<file path="src/rtl/iova_walk_pkg.sv">
package iova_walk_pkg;

    typedef enum logic [2:0] {
        WK_IDLE     = 3'd0,
        WK_FETCH_L1 = 3'd1,
        WK_FETCH_L2 = 3'd2,
        WK_DONE     = 3'd3,
        WK_FAULT    = 3'd4
    } walk_state_e;

    // Directory entry validity code (low bits of the entry)
    localparam int unsigned DIR_CODE_W     = 2;
    localparam int unsigned DIR_VALID_CODE = 1;

    // Leaf entry fields
    localparam int unsigned LEAF_VALID_BIT = 1;
    localparam int unsigned ACI_LSB        = 4;
    localparam int unsigned ACI_W          = 4;

endpackage

</file>
<file path="src/rtl/iova_index_sel.sv">
module iova_index_sel #(
    parameter int unsigned VA_W   = 32,
    parameter int unsigned L1_W   = 12,
    parameter int unsigned L2_W   = 8,
    parameter int unsigned ENT_SH = 2
) (
    input  logic [VA_W-1:0] vaddr,
    input  logic            second_level,
    input  logic [VA_W-1:0] base,
    output logic [VA_W-1:0] rd_addr
);
    localparam int unsigned OFF_W = VA_W - L1_W - L2_W;
    localparam logic [VA_W-1:0] L2_MASK = VA_W'((64'd1 << L2_W) - 64'd1);

    logic [VA_W-1:0] top_idx;
    logic [VA_W-1:0] mid_idx;
    logic [VA_W-1:0] scaled;

    always_comb begin
        top_idx = vaddr >> (L2_W + OFF_W);
        mid_idx = (vaddr >> OFF_W) & L2_MASK;
        scaled  = (second_level ? mid_idx : top_idx) << ENT_SH;
        rd_addr = base + scaled;
    end

endmodule

</file>
<file path="src/rtl/iova_entry_dec.sv">
module iova_entry_dec
    import iova_walk_pkg::*;
#(
    parameter int unsigned VA_W     = 32,
    parameter int unsigned PT_ALN_W = 10,
    parameter int unsigned OFF_W    = 12
) (
    input  logic [VA_W-1:0]  word,
    output logic             dir_ok,
    output logic [VA_W-1:0]  pt_base,
    output logic             leaf_ok,
    output logic [VA_W-1:0]  frame,
    output logic [ACI_W-1:0] aci
);
    localparam logic [VA_W-1:0] CODE_MASK  = VA_W'((64'd1 << DIR_CODE_W) - 64'd1);
    localparam logic [VA_W-1:0] PT_MASK    = ~VA_W'((64'd1 << PT_ALN_W) - 64'd1);
    localparam logic [VA_W-1:0] FRAME_MASK = ~VA_W'((64'd1 << OFF_W) - 64'd1);
    localparam logic [VA_W-1:0] ACI_MASK   = VA_W'(((64'd1 << ACI_W) - 64'd1) << ACI_LSB);
    localparam logic [VA_W-1:0] VBIT_MASK  = VA_W'(64'd1 << LEAF_VALID_BIT);

    logic [VA_W-1:0] aci_wide;

    always_comb begin
        dir_ok   = (word & CODE_MASK) == VA_W'(DIR_VALID_CODE);
        pt_base  = word & PT_MASK;
        leaf_ok  = (word & VBIT_MASK) != '0;
        frame    = word & FRAME_MASK;
        aci_wide = (word & ACI_MASK) >> ACI_LSB;
        aci      = aci_wide[ACI_W-1:0];
    end

endmodule

</file>
<file path="src/rtl/iova_walk_ctrl.sv">
module iova_walk_ctrl
    import iova_walk_pkg::*;
#(
    parameter int unsigned VA_W  = 32,
    parameter int unsigned OFF_W = 12
) (
    input  logic             clk,
    input  logic             rst_n,
    input  logic             req_valid,
    input  logic [VA_W-1:0]  req_vaddr,
    input  logic [VA_W-1:0]  ttb_base,
    input  logic             mem_rvalid,
    input  logic             ent_dir_ok,
    input  logic [VA_W-1:0]  ent_pt_base,
    input  logic             ent_leaf_ok,
    input  logic [VA_W-1:0]  ent_frame,
    input  logic [ACI_W-1:0] ent_aci,
    input  logic [VA_W-1:0]  mem_addr,
    output logic             mem_req,
    output logic             second_level,
    output logic [VA_W-1:0]  walk_vaddr,
    output logic [VA_W-1:0]  walk_base,
    output logic             resp_valid,
    output logic [VA_W-1:0]  resp_paddr,
    output logic [ACI_W-1:0] resp_aci,
    output logic             resp_fault_l1,
    output logic             resp_fault_l2,
    output logic [VA_W-1:0]  l1_err_vaddr,
    output logic [VA_W-1:0]  l2_err_vaddr
);
    localparam logic [VA_W-1:0] OFF_MASK = VA_W'((64'd1 << OFF_W) - 64'd1);

    typedef struct packed {
        walk_state_e     st;
        logic [VA_W-1:0] va;
        logic [VA_W-1:0] base;
        logic [VA_W-1:0] pa;
        logic [ACI_W-1:0] aci;
        logic            f1;
        logic            f2;
        logic [VA_W-1:0] e1;
        logic [VA_W-1:0] e2;
    } walk_regs_t;

    walk_regs_t r_d, r_q;

    always_comb begin
        r_d = r_q;
        unique case (r_q.st)
            WK_IDLE: begin
                if (req_valid) begin
                    r_d.st   = WK_FETCH_L1;
                    r_d.va   = req_vaddr;
                    r_d.base = ttb_base;
                    r_d.pa   = '0;
                    r_d.aci  = '0;
                    r_d.f1   = 1'b0;
                    r_d.f2   = 1'b0;
                end
            end
            WK_FETCH_L1: begin
                if (mem_rvalid) begin
                    if (ent_dir_ok) begin
                        r_d.st   = WK_FETCH_L2;
                        r_d.base = ent_pt_base;
                    end else begin
                        r_d.st = WK_FAULT;
                        r_d.f1 = 1'b1;
                        r_d.e1 = r_q.va;
                    end
                end
            end
            WK_FETCH_L2: begin
                if (mem_rvalid) begin
                    if (ent_leaf_ok) begin
                        r_d.st  = WK_DONE;
                        r_d.pa  = ent_frame | (r_q.va & OFF_MASK);
                        r_d.aci = ent_aci;
                    end else begin
                        r_d.st = WK_FAULT;
                        r_d.f2 = 1'b1;
                        r_d.e2 = r_q.va;
                    end
                end
            end
            WK_DONE, WK_FAULT: r_d.st = WK_IDLE;
            default:           r_d.st = WK_IDLE;
        endcase
    end

    always_ff @(posedge clk) begin
        if (!rst_n) begin
            r_q <= '{st: WK_IDLE, default: '0};
        end else begin
            r_q <= r_d;
        end
    end

    always_comb begin
        mem_req       = (r_q.st == WK_FETCH_L1) || (r_q.st == WK_FETCH_L2);
        second_level  = (r_q.st == WK_FETCH_L2);
        walk_vaddr    = r_q.va;
        walk_base     = r_q.base;
        resp_valid    = (r_q.st == WK_DONE) || (r_q.st == WK_FAULT);
        resp_paddr    = r_q.pa;
        resp_aci      = r_q.aci;
        // level-2 indication has precedence over level-1
        resp_fault_l2 = resp_valid && r_q.f2;
        resp_fault_l1 = resp_valid && r_q.f1 && !r_q.f2;
        l1_err_vaddr  = r_q.e1;
        l2_err_vaddr  = r_q.e2;
    end


    mem_hold_chk: assert property (@(posedge clk) disable iff (!rst_n)
        (mem_req && !mem_rvalid) |=> (mem_req && $stable(mem_addr)));


    mem_quiet_chk: assert property (@(posedge clk) disable iff (!rst_n)
        resp_valid |-> !mem_req);


    resp_pulse_chk: assert property (@(posedge clk) disable iff (!rst_n)
        resp_valid |=> !resp_valid);


    fault_excl_chk: assert property (@(posedge clk) disable iff (!rst_n)
        $onehot0({resp_fault_l1, resp_fault_l2}));


    l1_err_hold_chk: assert property (@(posedge clk) disable iff (!rst_n)
        !$stable(l1_err_vaddr) |-> (resp_valid && resp_fault_l1));


    l2_err_hold_chk: assert property (@(posedge clk) disable iff (!rst_n)
        !$stable(l2_err_vaddr) |-> (resp_valid && resp_fault_l2));

endmodule

</file>
<file path="src/rtl/iova_walker.sv">
module iova_walker
    import iova_walk_pkg::*;
#(
    parameter int unsigned VA_W      = 32,
    parameter int unsigned L1_W      = 12,
    parameter int unsigned L2_W      = 8,
    parameter int unsigned ENT_BYTES = 4
) (
    input  logic            clk,
    input  logic            rst_n,
    input  logic [VA_W-1:0] ttb_base,
    input  logic            req_valid,
    input  logic [VA_W-1:0] req_vaddr,
    output logic            resp_valid,
    output logic [VA_W-1:0] resp_paddr,
    output logic [3:0]      resp_aci,
    output logic            resp_fault_l1,
    output logic            resp_fault_l2,
    output logic [VA_W-1:0] l1_err_vaddr,
    output logic [VA_W-1:0] l2_err_vaddr,
    output logic            mem_req,
    output logic [VA_W-1:0] mem_addr,
    input  logic            mem_rvalid,
    input  logic [VA_W-1:0] mem_rdata
);
    localparam int unsigned OFF_W    = VA_W - L1_W - L2_W;
    localparam int unsigned ENT_SH   = $clog2(ENT_BYTES);
    localparam int unsigned PT_ALN_W = L2_W + ENT_SH;

    logic             second_level;
    logic [VA_W-1:0]  walk_vaddr;
    logic [VA_W-1:0]  walk_base;
    logic             dir_ok;
    logic             leaf_ok;
    logic [VA_W-1:0]  pt_base;
    logic [VA_W-1:0]  frame;
    logic [ACI_W-1:0] aci;

    iova_index_sel #(
        .VA_W(VA_W), .L1_W(L1_W), .L2_W(L2_W), .ENT_SH(ENT_SH)
    ) u_idx (
        .vaddr        (walk_vaddr),
        .second_level (second_level),
        .base         (walk_base),
        .rd_addr      (mem_addr)
    );

    iova_entry_dec #(
        .VA_W(VA_W), .PT_ALN_W(PT_ALN_W), .OFF_W(OFF_W)
    ) u_dec (
        .word    (mem_rdata),
        .dir_ok  (dir_ok),
        .pt_base (pt_base),
        .leaf_ok (leaf_ok),
        .frame   (frame),
        .aci     (aci)
    );

    iova_walk_ctrl #(
        .VA_W(VA_W), .OFF_W(OFF_W)
    ) u_ctrl (
        .clk           (clk),
        .rst_n         (rst_n),
        .req_valid     (req_valid),
        .req_vaddr     (req_vaddr),
        .ttb_base      (ttb_base),
        .mem_rvalid    (mem_rvalid),
        .ent_dir_ok    (dir_ok),
        .ent_pt_base   (pt_base),
        .ent_leaf_ok   (leaf_ok),
        .ent_frame     (frame),
        .ent_aci       (aci),
        .mem_addr      (mem_addr),
        .mem_req       (mem_req),
        .second_level  (second_level),
        .walk_vaddr    (walk_vaddr),
        .walk_base     (walk_base),
        .resp_valid    (resp_valid),
        .resp_paddr    (resp_paddr),
        .resp_aci      (resp_aci),
        .resp_fault_l1 (resp_fault_l1),
        .resp_fault_l2 (resp_fault_l2),
        .l1_err_vaddr  (l1_err_vaddr),
        .l2_err_vaddr  (l2_err_vaddr)
    );

endmodule

</file>
<file path="config.mk">
export PLATFORM = sky130hd
export DESIGN_NAME = iova_walker
export DESIGN_NICKNAME = d
export VERILOG_FILES = /design/src/rtl/iova_walk_pkg.sv /design/src/rtl/iova_index_sel.sv /design/src/rtl/iova_entry_dec.sv /design/src/rtl/iova_walk_ctrl.sv /design/src/rtl/iova_walker.sv
export SDC_FILE = /design/constraint.sdc
export NUM_CORES = 1
export LEC_CHECK = 0
export BUFFER_PORTS_ARGS = -buffer_cell sky130_fd_sc_hd__buf_4
export CAP_MARGIN = 10
export CORE_MARGIN = 3
export CORE_UTILIZATION = 48
export CTS_BUF_LIST = sky130_fd_sc_hd__clkbuf_4 sky130_fd_sc_hd__clkbuf_8 sky130_fd_sc_hd__clkbuf_16
export DETAILED_ROUTE_END_ITERATION = 8
export GPL_ROUTABILITY_DRIVEN = 1
export PLACE_DENSITY = 0.8
export SETUP_SLACK_MARGIN = 0.3
export SLEW_MARGIN = 15
export SYNTH_ARGS = -nofsm -noshare
export SYNTH_HDL_FRONTEND = slang
export SYNTH_SLANG_ARGS = --single-unit
</file>
<file path="constraint.sdc">
create_clock -name clk -period 2.9 [get_ports clk]
set_clock_uncertainty 0.1 [all_clocks]
set_input_delay 0.145 -clock clk [delete_from_list [all_inputs] [get_ports clk]]
set_output_delay 0.145 -clock clk [all_outputs]
set_load 0.05 [all_outputs]
</file>
# Word level (Yosys, flattened, before mapping)
# Cells that the tools add are included.
# word_totals
regBits	169
inputBits	100
wordCells	61
# op_classes
muxes	19
bitwise_logic	3
eq_ne	12
add_sub_neg	1
reduce_logical	17
# ops
op	count
105-bit two-way mux	1
36-bit two-way mux	2
36-bit one-hot mux with 2 select lines	1
32-bit two-way mux	2
32-bit one-hot mux with 2 select lines	1
32-bit by 14-bit adder with 32-bit output	1
32-bit by 12-bit OR with 32-bit output	1
4-bit AND reduction	4
2-bit inequality test, second input constant	7
12-bit two-way mux	1
3-bit two-way mux	4
3-bit one-hot mux with 3 select lines	1
3-bit AND reduction	3
3-bit by 2-bit == test with 1-bit output, second input constant	2
1-bit two-way mux	4
1-bit one-hot mux with 2 select lines	2
2-bit nonzero test	2
3-bit by 1-bit == test with 1-bit output, second input constant	1
3-bit == test, second input constant	1
1-bit logical AND	3
3-bit logical NOT	1
2-bit by 1-bit == test with 1-bit output, second input constant	1
1-bit logical OR	2
1-bit NOT	2
other kinds (2)	2

# Depth between registers and ports, before layout
# Gate-level depths: netlist of the first run.
# logic_depth
ltp_word	4
mapped_depth	13
ltp_nobuf	11

# Hierarchy
# Synthesis of the first run repeated with hierarchy kept, for this count alone.
# unflattened
hier_cells	1189
area_unflattened_um2	9482.8
# modules_own_cells
module	seq_area_each_um2	n_inst	area_per_inst_um2	cells_each
iova_walk_ctrl	3383.2	1	7886.3	978
iova_index_sel	0.0	1	1061.0	140
iova_entry_dec	0.0	1	535.5	71

# Worst setup path after synthesis of the first run
# Ideal clock, no wire load.
# synth_timing
path_kind	register -> output
from	register u_ctrl.r_q[168] in the netlist's numbering
to	output port mem_addr[9]
t_arrival_ps	3766
path_slack_ps	-1111
stages_incl_launch_ff	12
path_buffers	2
path_cell_list	dfxtp_1 > nor2_2 > and2_1 > buf_2 > buf_2 > nand2_1 > nand2_1 > ha_1 > a21oi_1 > nor2_1 > o21a_1 > o311ai_0
# synth_between
elab_chain_len	3
# synth_lines
item	line	rtl
start: declaration	iova_walk_ctrl.sv:45	walk_regs_t r_d, r_q;
start signal: assignment	iova_walk_ctrl.sv:95	r_q <= r_d;
3-bit by 2-bit == test with 1-bit output	iova_walk_ctrl.sv:101	second_level = (r_q.st == WK_FETCH_L2);
12-bit two-way mux	iova_index_sel.sv:22	scaled = (second_level ? mid_idx : top_idx) << ENT_SH;
32-bit by 14-bit adder with 32-bit output	iova_index_sel.sv:23	rd_addr = base + scaled;
end: declaration	iova_walker.sv:22	output logic [VA_W-1:0] mem_addr,
# Every way passes these cells.

# Worst setup path after layout of the first run
# layout_timing
from	register u_ctrl.r_q[166] in the netlist's numbering
to	output port mem_addr[26]
# Same word-level chain as after synthesis.

==> flow_summary_export.csv, run 1 <==
group,metric,value,unit
status,status,"complete, but fails checks",
status,violations,"negative setup slack",
placed_design,port_buffers,231,
finish,drive_above_1_share,33.6,%
yosys,synth_top_family_by_area,"simple AND/OR/NAND/NOR gates",
floorplanning,core,17400,sq um
route,wirelength,28000,um
power_and_ir_drop,p_int,0.00445,W
yosys,ys_ff_latch,169,
yosys,synth_xor_area_share,2.75,%
finish,final_common_cell,"nand2_1",
sta,finalSetupViolations,25,
sta,tightest_slew,744,ps
clocking,clock_sinks,169,
global_route,antenna_found_initial,1,
yosys,syn_avg_cell_area,8.03,sq um
yosys,ys_types,54,
yosys,ys_seq_area_share,39.3,%
placed_design,place_congestion,0.914,
worst_setup_path,end_kind,"primary output",
placed_design,hpwl,17100,um
clocking,cts_tree,"built",
flow_run,drv_cap,0,
yosys,synth_area_leaders,"dfxtp_1 (39%), nand2_1 (13%), a21boi_0 (11%), buf_4 (9.1%), nand3_1 (5.8%)",
yosys,yosysTopAreaCell,"dfxtp_1",
worst_setup_path,worstSetupPathType,"reg -> out",
yosys,synth_fp_nets,1186,
power_and_ir_drop,total_leakage_power,5.14,nW
power_and_ir_drop,powerDensity,510,nW/um^2
route,drc,0,
power_and_ir_drop,ir_drop,0.000391,V
route,wl_per_cell,18.5,um
sta,max_freq,310,MHz
floorplanning,die_h,140,um
route,drt_pass1_iterations,5,
finish,layout_common_cells,"nand2_1 (295), buf_4 (247), dfxtp_1 (166), a21boi_0 (120), nand3_1 (98)",
yosys,synth-main-ff-cell,"dfxtp_1",
route,viasPerCell,5.44,
yosys,netlist_area,8610,sq um
yosys,synth-compound-area-share,19.7,%
yosys,yosysWarnings,0,
placed_design,place_area,10300,sq um
worst_setup_path,crit_path_max_fanout,6,
power_and_ir_drop,clkPwrFrac,39.1,%
power_and_ir_drop,seqPwrFrac,40.0,%
worst_setup_path,setup.worst_path.start_class,"flip-flop",
worst_setup_path,crit_family,"compound AO/OA/AOI/OAI gates",
clocking,clock-root-buffer,"clkbuf_16",
floorplanning,start_util,49.4,%
clocking,clk_pin_slew_worst_paths,70,ps
clocking,htree_num_levels,4,
yosys,netlist.area_leader.share,39.3,%
worst_setup_path,crit_buf_inv,2,
global_route,grt_pass1_vias,8029,
power_and_ir_drop,power_switching,0.00189,W
floorplanning,rows,48,
yosys,async_reset_ff_share,0,%
finish,synthToLayoutAreaGrowth,44.5,%
sta,fin_tns_setup,-5500,ps
global_route,track_usage,26.2,%
power_and_ir_drop,switching_share,29.8,%
worst_setup_path,required,2650,ps
route,ant_nets,0,
worst_setup_path,worstPathCellList,"nor2_4, and2_4, buf_4, nand2_2, nand2_4, fa_2, a211oi_4, o21ai_4, nand3_4, a2111oi_4, xor2_4, buf_6",
yosys,synth_edf_count,0,
sta,fin_ws,-330,ps
worst_setup_path,crit_slowest_cell,"a2111oi_4",
route,drtIter0Drc,645,
floorplanning,dieWidth,140,um
floorplanning,dieArea,19600,sq um
sta,rsz0062_at_grt,"true",
sta,maxSlewViolCount,0,
global_route,grt_pass1_wl,41900,um
worst_setup_path,crit_arrival,2980,ps
clocking,insertion_delay,420,ps
route,dr_total_vias,8259,
sta,final.min_clock_period,3230,ps
yosys,syn_inst,1072,
worst_setup_path,max_stage_delay,440,ps
sta,hold_viol_final,0,
global_route,grt_max_degree,72,
yosys,synthAdderAreaFrac,2.12,%
finish,design_area,12400,sq um
clocking,numCtsBuffers,17,
sta,slew_headroom,50.3,%
yosys,synthMuxAreaShare,0,%
power_and_ir_drop,comb_power_share,20.9,%
hold_path,hold_class,"in -> reg",
global_route,gr-total-overflow,0,
floorplanning,boundaryPins,236,
finish,fin_nets,1393,
yosys,yosys.area_share.simple,23.6,%
sta,post-route-period-util,111,%
clocking,clockBufferDepth,2,
==> worst paths after layout <==
path	start	slack (ps)	to	depth (start not counted)
hold / removal	ttb_base[25]	10	u_ctrl.walk_base[25]	4
hold reg to reg	u_ctrl.l1_err_vaddr[29]	350	u_ctrl.l1_err_vaddr[29]	2
setup reg to reg	u_ctrl.r_q[166]	580	u_ctrl.l2_err_vaddr[27]	7
setup / recovery	u_ctrl.r_q[166]	-330	mem_addr[26]	12
==> tightest hold or removal path: cells and delay by family <==
kind                   cells  cell delay, ps
AO/OA/AOI/OAI              1             130
buffers and inverters      1              80
AND/OR/NAND/NOR            2             140
==> cell usage after synthesis, types with 2 or more instances <==
| master | count |
|---|---|
| a21o_1 | 2 |
| dfxtp_1 | 169 |
| o21ai_0 | 8 |
| and2_2 | 2 |
| buf_4 | 104 |
| nand2_2 | 2 |
| a21boi_1 | 24 |
| and3_4 | 2 |
| and3b_1 | 2 |
| and2_1 | 11 |
| ha_1 | 13 |
| nor3_1 | 5 |
| and3_1 | 3 |
| nand4_1 | 2 |
| a21oi_1 | 24 |
| inv_1 | 4 |
| nor2b_1 | 3 |
| o21a_1 | 2 |
| nand3_1 | 100 |
| a21boi_0 | 122 |
| o211a_1 | 23 |
| clkbuf_1 | 28 |
| nand2b_1 | 4 |
| nor2_1 | 10 |
| o21ai_2 | 2 |
| o211ai_1 | 2 |
| nand2_1 | 309 |
| xnor2_1 | 7 |
| xor2_1 | 20 |
| buf_2 | 37 |
| nor2_2 | 3 |
==> logic make-up after synthesis <==
family | count (synthesis)
buf+inv | 173
simple gates | 466
compound gates | 223
fa+ha+maj | 14
xor+xnor | 27
flops | 169
==> power groups by stage <==
stage               combinational (W)  clock, W  sequential, W
floorplan                    0.000749         0        0.00254
global placement              0.00107         0        0.00257
detailed placement            0.00108         0        0.00257
CTS                           0.00126   0.00251        0.00253
global route                  0.00140   0.00261        0.00254
finish                        0.00132   0.00248        0.00254
==> flip-flops by register name (all words and copies together), names as in the netlist <==
name	cells
u_ctrl.walk_vaddr	32
u_ctrl.l2_err_vaddr	32
u_ctrl.l1_err_vaddr	32
u_ctrl.resp_aci	4
u_ctrl.resp_paddr	32
u_ctrl.walk_base	32
u_ctrl.r_q	5
==> layer usage <==
layer	vias to the layer above	GRT usage (%)	wire length [um]
li1	3880	-	-
met1	3909	32.8	11100
met2	394	44.3	13800
met3	76	5.77	2140
met4	0	9.89	929
met5	-	0	0
==> what timing repair did <==
action | in CTS | in global routing
pin swaps | 40 | 23
setup buffers | 16 | 10
endpoints found under the setup margin | 26 | 28
resized for setup | 93 | 21
hold buffers | 72 | 0
hold endpoints to repair | 77 | 0
==> stage by stage <==
stage / hold WS [ps] / util (%) / std cells / setup slack (ps) / total power, W
CTS: 0.755 / 70.4 / 1506 / -252 / 0.00629
detailed placement: 315 / 59.3 / 1387 / 57.0 / 0.00366
floorplan: 190 / - / 1072 / -40.3 / 0.00329
global route: 21.4 / 71.4 / 1517 / -427 / 0.00655
global placement: 307 / 59.3 / 1387 / 121 / 0.00364
finish: 11.9 / 71.4 / 1517 / -330 / 0.00634
==> layout make-up <==
class	count	area, sq um
flip-flops and latches	169	3390
well taps	225	282
diodes	1	2.50
clock inverters	13	208
inverters	4	15.0
fillers	1238	4980
clock buffers	18	433
repair buffers	357	3020
multi-input cells	730	5090
(Power assumes the default switching activity.)
==> run 2, diff against run 1 <==
--- a/config.mk
+++ b/config.mk
@@ -13,7 +13,7 @@
 export DETAILED_ROUTE_END_ITERATION = 8
 export GPL_ROUTABILITY_DRIVEN = 1
 export PLACE_DENSITY = 0.8
-export SETUP_SLACK_MARGIN = 0.3
+export SETUP_SLACK_MARGIN = 0.1
 export SLEW_MARGIN = 15
 export SYNTH_ARGS = -nofsm -noshare
 export SYNTH_HDL_FRONTEND = slang
==> run 2 against run 1 <==
Effect of this change: the run still ends with negative setup slack left; count of clock-buffer cells in the layout grew 1; critical endpoint is now mem_addr[12]; cell count is 0.86% higher; highest routed layer unchanged; setup slack got worse by 110 ps; combinational power up 5%; critical path depth increased by 2; clock power shrank 6%; hold slack got worse by 2.6 ps; die area stayed put.
==> flow_summary_export.csv, run 2 (same netlist as run 1, synthesis figures left out) <==
group,metric,value,unit
hold_path,hold_class,"in -> reg",
finish,ff_latch_area,3390,sq um
power_and_ir_drop,total_leakage_power,5.20,nW
power_and_ir_drop,p_int,0.00427,W
clocking,numCtsBuffers,17,
worst_setup_path,max_stage_delay,410,ps
worst_setup_path,worstPathCellList,"nor2_4, nand2_4, buf_12, nand2_4, nand2_4, ha_4, fa_2, a211oi_4, o21ai_4, buf_6, a21oi_4, o21bai_4, xor2_4, buf_6",
sta,hold_viol_final,0,
sta,maxSlewViolCount,0,
sta,whs,9.34,ps
worst_setup_path,r2r_end,"u_ctrl.l2_err_vaddr[0]",
power_and_ir_drop,ir_drop,0.000423,V
placed_design,dp_cells,1398,
global_route,grt_util_met1,35.3,%
power_and_ir_drop,comb_power_share,22.1,%
global_route,track_usage,28.1,%
clocking,clock_sinks,169,
sta,rsz0062_at_grt,"true",
power_and_ir_drop,p_total,0.00625,W
status,status,"complete, but fails checks",
hold_path,holdPathEnd,"u_ctrl.walk_base[16]",
finish,drive_above_1_share,34.0,%
finish,antennaDiodeCount,0,
route,drtIter0Drc,745,
worst_setup_path,crit_buf_inv,3,
route,wirelength,30300,um
worst_setup_path,setup.worst_path.start_class,"flip-flop",
worst_setup_path,cpMostUsedCell,"nand2_4",
sta,max_freq,299,MHz
finish,final_common_cell,"nand2_1",
placed_design,port_buffers,231,
global_route,top_usage_layer,"met2",
power_and_ir_drop,seqPwrFrac,40.6,%
floorplanning,dieArea,19600,sq um
route,viasPerCell,5.64,
clocking,clk_pin_slew_worst_paths,70,ps
worst_setup_path,crit_arrival,3100,ps
clocking,cts_tree,"built",
clocking,insertion_delay,430,ps
worst_setup_path,worst-path-stages,14,
power_and_ir_drop,power_switching,0.00198,W
placed_design,place_congestion,0.874,
finish,postLayoutCoreUtil,72.4,%
floorplanning,dieWidth,140,um
worst_setup_path,worstReg2RegStart,"u_ctrl.r_q[168]",
global_route,grt_util_met2,48.4,%
hold_path,hp-start,"ttb_base[16]",
finish,multiInputGateArea,5150,sq um
global_route,grt_use_met3,5.94,%
route,ant_nets,0,
worst_setup_path,r2r_slack,670,ps
clocking,htree_num_levels,4,
global_route,antenna_found_initial,0,
finish,final_cells,1530,
global_route,grt_max_degree,89,
sta,finalSetupViolations,25,
worst_setup_path,required,2650,ps
clocking,clock-root-buffer,"clkbuf_16",
worst_setup_path,crit_family,"compound AO/OA/AOI/OAI gates",
floorplanning,rows,48,
floorplanning,core,17400,sq um
placed_design,place_area,10300,sq um
sta,tightest_slew,782,ps
floorplanning,start_util,49.4,%
finish,layout_common_cells,"nand2_1 (291), buf_4 (251), dfxtp_1 (167), a21boi_0 (120), nand3_1 (97)",
worst_setup_path,crit_path_max_fanout,6,
route,wl_per_cell,19.8,um
status,violations,"negative setup slack",
clocking,clockBufferDepth,2,
finish,synthToLayoutAreaGrowth,46.5,%
finish,fin_nets,1406,
power_and_ir_drop,clkPwrFrac,37.3,%
route,drt_pass1_iterations,8,
floorplanning,boundaryPins,236,
global_route,grt_pass1_vias,8314,
worst_setup_path,end_kind,"primary output",
sta,final.min_clock_period,3340,ps
sta,fin_ws,-445,ps
power_and_ir_drop,switching_share,31.7,%
route,drc,0,
hold_path,hold-path-cell-count,4,
global_route,gr-total-overflow,0,
worst_setup_path,worstSetupPathType,"reg -> out",
finish,nFillCells,1197,
sta,post-route-period-util,115,%
finish,design_area,12600,sq um
placed_design,hpwl,17700,um
flow_run,drv_cap,0,
floorplanning,die_h,140,um
sta,slew_headroom,47.9,%
global_route,grt_pass1_wl,44700,um
worst_setup_path,r2r_cells,6,
power_and_ir_drop,powerDensity,495,nW/um^2
route,dr_total_vias,8630,
worst_setup_path,crit_slowest_cell,"fa_2",
-- run 2: worst min-delay path: stages --
cell     delay, ps
buf_4           80
nand3_1         60
nand3_1         90
o211a_1        140
-- run 2: per-layer routing --
layer / wire [um] / vias up / part of all wire (%)
met3: 2160 / 93 / 7.1
met1: 11800 / 4159 / 39
met5: 0 / - / 0
li1: - / 3918 / -
met2: 15000 / 460 / 50
met4: 1210 / 0 / 4.0
-- run 2: area by class of cell --
class                           instances  area share [%]
Clock inverter                         13            1.27
Clock buffer                           19            3.59
Timing Repair Buffer                  370            25.1
Multi-Input combinational cell        730            40.8
Sequential cell                       169            26.9
Tap cell                              225            2.23
Inverter                                4           0.119
-- run 2: what timing repair did --
action                                  4_1_cts  5_1_grt
pin swaps                                    27       40
gates cloned                                  0        1
endpoints found under the setup margin       26       27
hold buffers                                 76        0
hold endpoints to repair                     80        0
setup buffers                                14       10
resized for setup                            95       52
-- run 2: worst max path at each step --
stage                         start           end  slack, ps
floorplan           u_ctrl.r_q[167]  mem_addr[19]        -10
global placement    u_ctrl.r_q[168]  mem_addr[31]         30
detailed placement  u_ctrl.r_q[168]  mem_addr[21]        -20
CTS                 u_ctrl.r_q[168]  mem_addr[26]       -270
global route        u_ctrl.r_q[168]  mem_addr[12]       -500
finish              u_ctrl.r_q[168]  mem_addr[12]       -440
-- run 2: stage by stage --
step	setup slack, ps	setup TNS, ps
3_3_place_gp	26.7	0
6_report	-445	-6420
3_5_place_dp	-18.1	-68.9
2_1_floorplan	-12.4	-87.2
5_1_grt	-500	-7930
4_1_cts	-269	-3330
-- run 2: power groups by stage --
stage	sequential (W)	combinational (W)	clock, W
after floorplan	0.00254	0.000743	0
after global placement	0.00257	0.00109	0
after detailed placement	0.00257	0.00111	0
after CTS	0.00253	0.00128	0.00236
after global routing	0.00255	0.00145	0.00245
final	0.00254	0.00138	0.00233
==> run 3, diff against run 2 <==
--- a/config.mk
+++ b/config.mk
@@ -7,12 +7,14 @@
 export LEC_CHECK = 0
 export BUFFER_PORTS_ARGS = -buffer_cell sky130_fd_sc_hd__buf_4
 export CAP_MARGIN = 10
+export CELL_PAD_IN_SITES_DETAIL_PLACEMENT = 2
+export CELL_PAD_IN_SITES_GLOBAL_PLACEMENT = 2
 export CORE_MARGIN = 3
-export CORE_UTILIZATION = 48
+export CORE_UTILIZATION = 27
 export CTS_BUF_LIST = sky130_fd_sc_hd__clkbuf_4 sky130_fd_sc_hd__clkbuf_8 sky130_fd_sc_hd__clkbuf_16
 export DETAILED_ROUTE_END_ITERATION = 8
 export GPL_ROUTABILITY_DRIVEN = 1
-export PLACE_DENSITY = 0.8
+export PLACE_DENSITY = 0.79
 export SETUP_SLACK_MARGIN = 0.1
 export SLEW_MARGIN = 15
 export SYNTH_ARGS = -nofsm -noshare
==> run 3 against run 2 <==
Effect of this change: critical path type unchanged; count of clock-buffer cells in the layout decreased by 2; sequential cell count unchanged; the flow still finishes with violations (negative setup slack); setup slack improved by 13 ps; non-clock buffer count increased by 12; largest power group unchanged.
==> flow_summary_export.csv, run 3 (same netlist as run 1, synthesis figures left out) <==
group,metric,value,unit
global_route,grt_pass1_vias,9295,
finish,fin_nets,1418,
placed_design,port_buffers,231,
sta,post-route-period-util,115,%
worst_setup_path,worstSetupPathType,"reg -> out",
clocking,clock-root-buffer,"clkbuf_16",
sta,rsz0062_at_grt,"true",
placed_design,hpwl,23400,um
hold_path,hold_class,"in -> reg",
route,drt_pass1_iterations,4,
route,wirelength,37500,um
worst_setup_path,setup.worst_path.start_class,"flip-flop",
status,status,"complete, but fails checks",
clocking,clockBufferDepth,2,
finish,design_area,12900,sq um
worst_setup_path,crit_arrival,3090,ps
worst_setup_path,crit_path_max_fanout,6,
finish,ff_latch_area,3390,sq um
flow_run,drv_cap,0,
clocking,cts_tree,"built",
finish,synthToLayoutAreaGrowth,49.7,%
sta,final.min_clock_period,3330,ps
route,ant_nets,0,
clocking,htree_num_levels,4,
placed_design,place_area,10600,sq um
global_route,gr-total-overflow,0,
global_route,grt_pass1_wl,55500,um
hold_path,hold-path-cell-count,4,
sta,hold_viol_final,0,
worst_setup_path,required,2650,ps
global_route,antenna_found_initial,4,
route,drc,0,
finish,nFillCells,3314,
floorplanning,die_h,185,um
worst_setup_path,r2r_slack,530,ps
floorplanning,dieArea,34100,sq um
power_and_ir_drop,total_leakage_power,5.30,nW
clocking,clock_sinks,169,
clocking,clk_pin_slew_worst_paths,80,ps
placed_design,place_congestion,0.823,
power_and_ir_drop,ir_drop,0.000329,V
route,dr_total_vias,8355,
floorplanning,core,31000,sq um
floorplanning,rows,64,
status,violations,"negative setup slack",
route,drtIter0Drc,359,
finish,multiInputGateArea,5110,sq um
sta,whs,20.8,ps
finish,layout_common_cells,"nand2_1 (290), buf_4 (259), dfxtp_1 (167), a21boi_0 (120), nand3_1 (97)",
worst_setup_path,r2r_end,"u_ctrl.l1_err_vaddr[19]",
worst_setup_path,r2r_cells,7,
power_and_ir_drop,p_total,0.00624,W
worst_setup_path,worstReg2RegStart,"u_ctrl.r_q[167]",
sta,maxSlewViolCount,0,
global_route,grt_max_degree,170,
sta,fin_tns_setup,-7850,ps
global_route,track_usage,21.2,%
floorplanning,dieWidth,185,um
hold_path,hp-start,"ttb_base[19]",
hold_path,holdPathEnd,"u_ctrl.walk_base[19]",
route,viasPerCell,4.87,
floorplanning,boundaryPins,236,
sta,max_freq,300,MHz
clocking,insertion_delay,430,ps
sta,finalSetupViolations,25,
sta,fin_ws,-431,ps
finish,drive_above_1_share,34.9,%
floorplanning,start_util,27.8,%
finish,final_common_cell,"nand2_1",
power_and_ir_drop,powerDensity,484,nW/um^2
clocking,numCtsBuffers,17,
sta,tightest_slew,800,ps
route,wl_per_cell,21.9,um
sta,slew_headroom,46.6,%
worst_setup_path,end_kind,"primary output",
-- run 3: changes by cell type in the layout (fill, tap and decap cells not counted), sizes merged --
cell and change:
buf +13, clkbuf -3, diode +3, inv +3, clkinv +2, clkinvlp -2
bufinv -1
-- run 3: layer usage --
layer  share of wire (%)  global-route usage [%]
met4                 2.7                    6.44
met1                  40                    24.4
met5               0.035                       0
met2                  52                    38.2
met3                 5.2                    5.76
-- run 3: what timing repair did --
item                                    4_1_cts  5_1_grt
cloned                                        0        0
hold endpoints to repair                     79        0
resized for setup                           100       58
endpoints found under the setup margin       27       28
hold buffers                                 76        0
setup buffers                                19       15
pin swaps                                    25       35
-- run 3: stage by stage --
step	instances	utilization, %	worst slack (ps)
2_1_floorplan	1072	-	-12.4
3_3_place_gp	1574	34.2	20.7
3_5_place_dp	1574	34.2	-66.8
4_1_cts	1701	40.4	-389
5_1_grt	1716	41.6	-546
6_report	1716	41.6	-431
-- run 3: cell type report --
class                      count  share of cell area (%)
multi-input combinational    730                    39.6
tap                          396                    3.84
sequential                   169                    26.3
clock buffer                  17                    3.30
clock inverter                15                    1.20
timing repair buffer         382                    25.6
inverter                       4                   0.116
antenna                        3                  0.0582
-- run 3: report_power, final --
group	total [W]	switching, W	internal [W]
combinational	0.00140	0.000803	0.000600
clock	0.00229	0.00114	0.00115
sequential	0.00254	0.000136	0.00240
-- run 3: worst max-delay path by stage --
stage / to / cells past startpoint / slack (ps) / start
6_report: mem_addr[12] / 14 / -430 / u_ctrl.r_q[166]
5_1_grt: mem_addr[12] / 14 / -550 / u_ctrl.r_q[166]
4_1_cts: mem_addr[26] / 12 / -390 / u_ctrl.r_q[168]
3_5_place_dp: mem_addr[31] / 14 / -70 / u_ctrl.r_q[166]
3_3_place_gp: mem_addr[31] / 14 / 20 / u_ctrl.r_q[166]
2_1_floorplan: mem_addr[19] / 9 / -10 / u_ctrl.r_q[167]
-- run 3: worst max-delay path, stage by stage (launching register included) --
cell and delay, ps:
dfxtp_2 340, nor2_4 150, nand2_4 100, buf_6 160, nand2_2 70, nand2_2 60
ha_4 160, fa_2 420, a211oi_4 300, o21ai_4 120, buf_4 170, a21oi_2 150
o21bai_2 110, xor2_4 170, buf_8 160
